===== config.mk =====
export PLATFORM = sky130hd
export DESIGN_NAME = frame_tx
export DESIGN_NICKNAME = d
export VERILOG_FILES = /design/src/rtl/frame_tx_pkg.sv /design/src/rtl/frame_tx_step.sv /design/src/rtl/frame_tx_build.sv /design/src/rtl/frame_tx_serial.sv /design/src/rtl/frame_tx.sv
export SDC_FILE = /design/constraint.sdc
export NUM_CORES = 1
export LEC_CHECK = 0
export BUFFER_PORTS_ARGS = -buffer_cell sky130_fd_sc_hd__buf_2
export CAP_MARGIN = 20
export CORE_AREA = 2 2 69 71
export CTS_BUF_LIST = sky130_fd_sc_hd__clkbuf_8
export DETAILED_ROUTE_END_ITERATION = 10
export DIE_AREA = 0 0 71 73
export PLACE_DENSITY = 0.71
export SYNTH_ARGS = -nofsm -noshare
export SYNTH_HDL_FRONTEND = slang
export SYNTH_SLANG_ARGS = --single-unit

===== constraint.sdc =====
create_clock -name clk -period 5.7 [get_ports clk]
set_input_delay 1.14 -clock clk [delete_from_list [all_inputs] [get_ports clk]]
set_output_delay 1.14 -clock clk [all_outputs]
set_load 0.05 [all_outputs]

===== src/rtl/frame_tx_pkg.sv =====
// Package: shared sizes, the parity encoding and the frame record for the
// serial frame transmitter. Assumes the data length never exceeds 9 bits.
package frame_tx_pkg;
    localparam int DATA_W  = 9;                    // widest character
    localparam int MIN_BITS = 5;                   // narrowest character
    localparam int FRAME_W = 1 + DATA_W + 1 + 2;   // start + data + parity + 2 stop
    localparam int CNT_W   = $clog2(FRAME_W + 1);

    typedef enum logic [1:0] {
        PAR_NONE = 2'd0,
        PAR_EVEN = 2'd1,
        PAR_ODD  = 2'd2,
        PAR_OFF  = 2'd3
    } par_mode_e;

    typedef struct packed {
        logic [FRAME_W-1:0] bits;  // slot order, bit 0 goes out first
        logic [CNT_W-1:0]   len;   // number of slots in the frame
    } frame_t;

    // Map a length code onto a data bit count; codes above 4 mean 9 bits.
    function automatic int unsigned data_bits(input logic [2:0] code);
        if (code > 3'd4) return DATA_W;
        return MIN_BITS + int'(code);
    endfunction
endpackage


===== src/rtl/frame_tx_step.sv =====
// Module: shift-enable source. In asynchronous mode it passes the baud tick.
// In synchronous mode it synchronizes the serial clock and flags the edge
// chosen by the polarity bit. Assumes SYNC_STAGES >= 1 and that sclk is
// much slower than clk.
module frame_tx_step #(
    parameter int SYNC_STAGES = 2
) (
    input  logic clk,
    input  logic rst_n,
    input  logic sync_mode,
    input  logic clk_pol,
    input  logic baud_tick,
    input  logic sclk,
    output logic step_en
);
    logic [SYNC_STAGES-1:0] sync_q;
    logic                   prev_q;
    logic                   lvl;
    logic                   rise;
    logic                   fall;

    // Synchronizer chain for the external serial clock.
    generate
        if (SYNC_STAGES == 1) begin : g_one
            always_ff @(posedge clk) begin
                if (!rst_n) sync_q <= '0;
                else        sync_q <= sclk;
            end
        end else begin : g_many
            always_ff @(posedge clk) begin
                if (!rst_n) sync_q <= '0;
                else        sync_q <= {sync_q[SYNC_STAGES-2:0], sclk};
            end
        end
    endgenerate

    assign lvl = sync_q[SYNC_STAGES-1];

    // Previous synchronized level, for edge detection.
    always_ff @(posedge clk) begin
        if (!rst_n) prev_q <= 1'b0;
        else        prev_q <= lvl;
    end

    // Pick the change edge for synchronous mode, or the tick otherwise.
    always_comb begin
        rise = lvl & ~prev_q;
        fall = ~lvl & prev_q;
        if (sync_mode) step_en = clk_pol ? fall : rise;
        else           step_en = baud_tick;
    end
endmodule


===== src/rtl/frame_tx_build.sv =====
// Module: assembles one frame as a slot vector from a character and a
// format. Purely combinational. Slots past the frame length read as 1.
module frame_tx_build
    import frame_tx_pkg::*;
(
    input  logic [DATA_W-1:0] data,
    input  logic [2:0]        len_code,
    input  logic [1:0]        par_code,
    input  logic              stop2,
    output frame_t            frame
);
    int unsigned nbits;
    logic        par_on;
    logic        ones_odd;
    logic        par_bit;

    // Work out data length, parity enable and the parity value.
    always_comb begin
        nbits    = data_bits(len_code);
        par_on   = (par_code == PAR_EVEN) || (par_code == PAR_ODD);
        ones_odd = 1'b0;
        for (int i = 0; i < DATA_W; i++) begin
            if (i < int'(nbits)) ones_odd = ones_odd ^ data[i];
        end
        par_bit = (par_code == PAR_ODD) ? ~ones_odd : ones_odd;
    end

    // Place start, data and parity slots. Stop slots are the 1s left over.
    always_comb begin
        frame.bits    = '1;
        frame.bits[0] = 1'b0;
        for (int p = 1; p < FRAME_W; p++) begin
            if (p <= int'(nbits))                    frame.bits[p] = data[p-1];
            else if (par_on && p == int'(nbits) + 1) frame.bits[p] = par_bit;
        end
        frame.len = CNT_W'(1 + nbits + (par_on ? 1 : 0) + (stop2 ? 2 : 1));
    end
endmodule


===== src/rtl/frame_tx_serial.sv =====
// Module: one-word holding slot plus a slot shifter that drives the line.
// Assumes the step input is a single-cycle enable. The frame passed in is
// already fully assembled, so it holds the format in force at acceptance.
module frame_tx_serial
    import frame_tx_pkg::*;
(
    input  logic   clk,
    input  logic   rst_n,
    input  logic   step_en,
    input  logic   in_valid,
    input  frame_t in_frame,
    output logic   in_ready,
    output logic   tx_out
);
    logic               tx_q, tx_d;
    logic [FRAME_W-1:0] shift_q, shift_d;
    logic [CNT_W-1:0]   left_q, left_d;
    frame_t             hold_q, hold_d;
    logic               hold_v_q, hold_v_d;
    logic               accept;
    logic               at_end;

    assign at_end   = (left_q == '0);
    assign in_ready = ~hold_v_q & at_end;
    assign accept   = in_valid & in_ready;
    assign tx_out   = tx_q;

    // Next-state logic for the line, the shifter and the holding slot.
    always_comb begin
        tx_d     = tx_q;
        shift_d  = shift_q;
        left_d   = left_q;
        hold_d   = hold_q;
        hold_v_d = hold_v_q;
        if (step_en) begin
            if (!at_end) begin
                tx_d    = shift_q[0];
                shift_d = {1'b1, shift_q[FRAME_W-1:1]};
                left_d  = left_q - 1'b1;
            end else if (hold_v_q) begin
                tx_d     = hold_q.bits[0];
                shift_d  = {1'b1, hold_q.bits[FRAME_W-1:1]};
                left_d   = hold_q.len - 1'b1;
                hold_v_d = 1'b0;
            end else if (accept) begin
                tx_d    = in_frame.bits[0];
                shift_d = {1'b1, in_frame.bits[FRAME_W-1:1]};
                left_d  = in_frame.len - 1'b1;
            end else begin
                tx_d = 1'b1;
            end
        end
        if (accept && !step_en) begin
            hold_d   = in_frame;
            hold_v_d = 1'b1;
        end
    end

    // State registers, with the line resting high out of reset.
    always_ff @(posedge clk) begin
        if (!rst_n) begin
            tx_q     <= 1'b1;
            shift_q  <= '1;
            left_q   <= '0;
            hold_q   <= '0;
            hold_v_q <= 1'b0;
        end else begin
            tx_q     <= tx_d;
            shift_q  <= shift_d;
            left_q   <= left_d;
            hold_q   <= hold_d;
            hold_v_q <= hold_v_d;
        end
    end
endmodule


===== src/rtl/frame_tx.sv =====
// Module: top of the configurable serial frame transmitter. It ties the
// shift-enable source, the frame assembler and the serializer together.
// Assumes baud_tick pulses last one clock and that sclk is slow compared
// with clk.
module frame_tx
    import frame_tx_pkg::*;
#(
    parameter int SYNC_STAGES = 2
) (
    input  logic              clk,
    input  logic              rst_n,
    input  logic              in_valid,
    output logic              in_ready,
    input  logic [DATA_W-1:0] in_data,
    input  logic [2:0]        cfg_len,
    input  logic [1:0]        cfg_par,
    input  logic              cfg_stop2,
    input  logic              sync_mode,
    input  logic              clk_pol,
    input  logic              baud_tick,
    input  logic              sclk,
    output logic              tx_out
);
    logic   step_en;
    frame_t new_frame;

    frame_tx_step #(.SYNC_STAGES(SYNC_STAGES)) i_step (
        .clk      (clk),
        .rst_n    (rst_n),
        .sync_mode(sync_mode),
        .clk_pol  (clk_pol),
        .baud_tick(baud_tick),
        .sclk     (sclk),
        .step_en  (step_en)
    );

    frame_tx_build i_build (
        .data    (in_data),
        .len_code(cfg_len),
        .par_code(cfg_par),
        .stop2   (cfg_stop2),
        .frame   (new_frame)
    );

    frame_tx_serial i_serial (
        .clk     (clk),
        .rst_n   (rst_n),
        .step_en (step_en),
        .in_valid(in_valid),
        .in_frame(new_frame),
        .in_ready(in_ready),
        .tx_out  (tx_out)
    );
endmodule


### Word-level counts from Yosys, hierarchy flattened

Index checks and enable logic that the tools add are counted.

* register bits: 38
* bits of input ports: 22
* logic and storage cells: 142

* add/sub/neg operators: 8
* order comparisons: 22
* equal/unequal tests: 15
* mux-type cells: 53
* bitwise operators: 16
* reduce and logical (&&, ||, !) cells: 20

Operator list (number)
* $eq A5 B32 Y1 const A: 5
* $eq A4 B32 Y1 const A: 4
* $eq A3 B32 Y1 const A: 2
* $mux W1: 44
* $mux W13: 3
* $eq A2 B32 Y1 const A: 1
* $le A4 B4 Y1 const A: 5
* $mux W4: 5
* $le A3 B4 Y1 const A: 4
* $lt A3 B4 Y1 const A: 4
* $logic_and A1 B1 Y1: 13
* $sub A4 B1 Y4 const B: 3
* $add A4 B4 Y4: 2
* $le A2 B4 Y1 const A: 2
* $lt A1 B4 Y1 const A: 2
* $lt A2 B4 Y1 const A: 2
* $xor A1 B1 Y1: 8
* $add A4 B1 Y5 const B: 1
* $add A1 B4 Y4 const A: 1
* $add A3 B3 Y4 const A: 1
* $and A1 B1 Y1: 4
* $le A1 B4 Y1 const A: 1
* $logic_not A4 Y1: 1
* $lt A4 B4 Y1 const A: 1
* other kinds (10): 15

### Logic depth before layout (Yosys ltp)

* word-level depth: 28
* mapped depth: 16

### By module

From an unflattened synthesis, not the netlist that was laid out.

* cell total of the unflattened synthesis: 301
* area total of the unflattened synthesis: 2542.4 um^2

By module, submodules not included
* frame_tx_serial: instances 1, cells an instance 181, area each 1642.8 um^2
* frame_tx_build: instances 1, cells an instance 110, area each 794.5 um^2
* frame_tx_step: instances 1, cells an instance 10, area each 105.1 um^2

### Worst setup path after synthesis

OpenSTA, ideal clock, no wires.

* path type: input to register
* from: in cfg_len[1]
* to: reg i_serial.left_q[1]
* library setup time: 0.086 ns
* data arrival time: 3.634 ns
* path slack: 1.981 ns
* stages: 13
* path buffers: 1
* cell sequence: buf_2 inv_1 ha_1 nand2b_1 and2_1 ha_1 inv_1 ha_1 fa_1 mux2_2 a21oi_1 ha_1 a211oi_1

RTL lines
* start, declared: line frame_tx.sv:15 `input logic [2:0] cfg_len,`
* end signal, assigned: line frame_tx_serial.sv:70 `left_q <= left_d;`
* end, declared: line frame_tx_serial.sv:17 `logic [CNT_W-1:0] left_q, left_d;`

==> summary.md <==
| Metric | Value |
|---|---|
| Global-route wire length before repair | 9480 µm |
| Cell count along the critical path | 13 |
| Clk_skew | 0.00455 ns |
| Slew HR | 30.5% |
| Drt wl/cell | 15.4 µm |
| Post-route ant nets | 0 |
| Top-Level Pins | 24 |
| Hold WS | 0.432 ns |
| Row count | 25 |
| CTS sink cnt | 37 |
| Worst EP required | 5.90 ns |
| Initial antenna violation count | 0 |
| Global route overflow | 0 |
| Leak pwr | 0.00103 µW |
| Post-synthesis sequential area ratio | 32.1% |
| R2r startpoint | i_serial.hold_v_q |
| Setup Viol. Count Final | 0 |
| Setup crit start | cfg_len[0] |
| CP Capture Point | i_serial.left_q[1] |
| Crit path top cell by count | ha_1 |
| Total CTS buffers | 5 |
| Post-synthesis cell count | 298 |
| Placed insts | 358 |
| CTS tree | done |
| Max Freq | 0.268 GHz |
| Max FO, Critical Path | 12 |
| Max-cap violations | 0 |
| Worst path arrival time | 3.93 ns |
| VDD IR max | 0.000172 V |
| R2R Path End | i_serial.hold_q[12] |
| Fraction of layout cells with a size suffix above 1 | 14.7% |
| Synthesis Warnings | 0 |
| # Post-CTS Setup Buffers | 0 |
| Async SR Flop Fraction | 0% |
| Net Count, Synth | 330 |
| Cell Count, Final, Fillers Out | 366 |
| Setup CP Type | input port to register |
| # fillers | 428 |
| Unrepaired setup endpoints after global routing | false |
| Hold Vio Cnt, Final | 0 |
| Final HPWL DP | 3950 µm |
| Met1 Track Usage GR | 30.7% |
| Cell family with most CP delay | adder cells |
| Synth unique cells | 51 |
| CP Cell Sequence | buf_2 -> inv_1 -> ha_1 -> nand2b_1 -> and2_1 -> ha_1 -> inv_1 -> ha_1 -> fa_1 -> mux2_2 -> a21oi_1 -> ha_1 -> a211oi_1 |
| Full die area | 5180 µm² |
| Slew Limit Fails | 0 |
| CTS max path bufs | 2 |
| R2r worst-path depth | 7 |
| Crit share post-route | 65.5% |
| Iter 0 DRT Violations | 138 |
| Cell Area, Synth | 2310 µm² |
| Die X | 71 µm |
| Post-synth EDFFs | 0 |
| #FFs+latches synth | 37 |
| Hold Path Class | register to register |
| Slowest stage delay, CP | 0.45 ns |
| Slowest stage cell, crit path | fa_1 |
| Starting Density | 50.9% |
| Vias in the first global route | 1988 |
| Most crowded layer after global routing | met2 |
| Placer Congestion | 0.919 |
| Cts repair resizes | 0 |
| Worst skew pair latency | 0.29 ns |
| Crit. End Element | register |
| IO Port Bufs | 23 |
| Synth Flop Type | dfxtp_1 |
| P per Cell Area | 441 nW/µm² |
| DRT Pass-1 Iters | 4 |
| Total wire length | 5650 µm |
| Via count | 2211 |
| Layout Nets | 343 |
| Core area | 4540 µm² |
| Largest net degree at the start of global routing | 26 |
| H-tree depth | 2 |
| Total Routing Usage GR | 23.2% |
| R2r setup slk | 2.96 ns |
| Met2 usage | 37.2% |
| Syn avg cell area | 7.74 µm² |
| Diodes inserted | 0 |
| DR vias/cell | 6.04 |
| Final min period | 3.73 ns |
| Hold path depth | 1 |
| Crit start category | input port |
| Met3 Track Usage GR | 3.73% |
| P&R area growth vs syn | 9.92% |
| Worst slew pin tran | 1.04 ns |
| CTS Hold Bufs | 0 |
| Clock root cell | clkbuf_8 |
| Setup TNS | 0 ns |
| Clock transition at path regs | 0.08 ns |
| Die Ht | 73 µm |
| Crit path buffers/inverters | 3 |
| DR DRC count | 0 |
| Outcome | complete, no violations |
[layout by cell type (no fill, tap or decap), drive strengths merged, types with 6 or more instances in the layout]
cell,count
ha,9
nand3,8
o22ai,6
dfxtp,37
a211oi,6
inv,15
nor4,8
a31oi,9
nor2,28
o211ai,10
o21ai,22
buf,26
a21oi,24
nand2,34
xnor2,6
clkbuf,6
[registers in the layout, indices dropped and copies added, names as in the netlist]
signal / count
i_serial.hold_q: 16
i_serial.shift_q: 12
i_serial.left_q: 4
i_step.sync_q: 2
i_serial.hold_v_q: 1
i_serial.tx_out: 1
i_step.prev_q: 1
[Yosys cell counts (7+ instances only)]
library cell | number | share of area, %
dfxtp_1 | 37 | 32
nand3_1 | 8 | 1.7
nor4_1 | 7 | 1.9
nor2_1 | 25 | 4.1
ha_1 | 9 | 4.9
inv_1 | 14 | 2.3
a21oi_1 | 23 | 5.0
o21ai_0 | 22 | 4.8
nand2_1 | 34 | 5.5
o211ai_1 | 10 | 3.3
a31oi_1 | 9 | 2.4
clkbuf_1 | 16 | 2.6
[metrics by stage]
step                      cell area, µm²  power [µW]  utilization, %  setup WS [ns]
final                               2540        1120            55.9           1.97
after global routing                2540        1200            55.9           1.76
after CTS                           2540        1120            55.9           1.97
after detailed placement            2420         878            53.4           1.69
after global placement              2420         871            53.4           1.76
after floorplan                     2310         762               -           1.98
[layout make-up]
class	instances	area, µm²	area share (%)
well taps	54	67.6	2.66
clock inverters	2	33.8	1.33
repair buffers	26	138	5.43
multi-input cells	226	1420	55.9
inverters	15	56.3	2.22
clock buffers	6	82.6	3.26
flip-flops and latches	37	741	29.2
[how the worst min path moves through the flow]
| stage | end | start | slack (ns) |
|---|---|---|---|
| floorplan | i_step.sync_q[1] | i_step.sync_q[0] | 0.41 |
| global placement | i_step.sync_q[1] | i_step.sync_q[0] | 0.41 |
| detailed placement | i_step.sync_q[1] | i_step.sync_q[0] | 0.42 |
| CTS | i_step.sync_q[1] | i_step.sync_q[0] | 0.44 |
| global route | i_step.sync_q[1] | i_step.sync_q[0] | 0.44 |
| finish | i_step.sync_q[1] | i_step.sync_q[0] | 0.43 |
[cells by family after synthesis]
| group | after synthesis | share of synthesized area [%] |
|---|---|---|
| AO/OA/AOI/OAI | 93 | 25.1 |
| multiplexers | 5 | 2.28 |
| adder cells (fa/ha/maj) | 10 | 5.75 |
| buffers and inverters | 35 | 6.45 |
| AND/OR/NAND/NOR | 109 | 24.0 |
| flip-flops | 37 | 32.1 |
| XOR/XNOR | 9 | 4.34 |
[worst reg2reg max path, stage by stage, from the launching register on]
cell and delay (ns):
dfxtp_1 0.60, inv_1 0.35, nand2_1 0.16, inv_1 0.10
nand2_1 0.15, nor2_2 0.82, o221ai_1 0.29, a21oi_1 0.20
[metal layers]
| layer | wire length (µm) | vias to the layer above |
|---|---|---|
| met4 | 123 | 0 |
| met3 | 287 | 10 |
| met5 | 0 | - |
| li1 | - | 1100 |
| met2 | 2610 | 64 |
| met1 | 2630 | 1037 |
[power breakdown]
| part | internal [µW] | total [µW] | switching, µW |
|---|---|---|---|
| Clock | 141 | 237 | 96.5 |
| Combinational | 182 | 497 | 315 |
| Sequential | 327 | 385 | 57.7 |
| Total | 650 | 1120 | 469 |
Power figures use the tool's default switching activity.
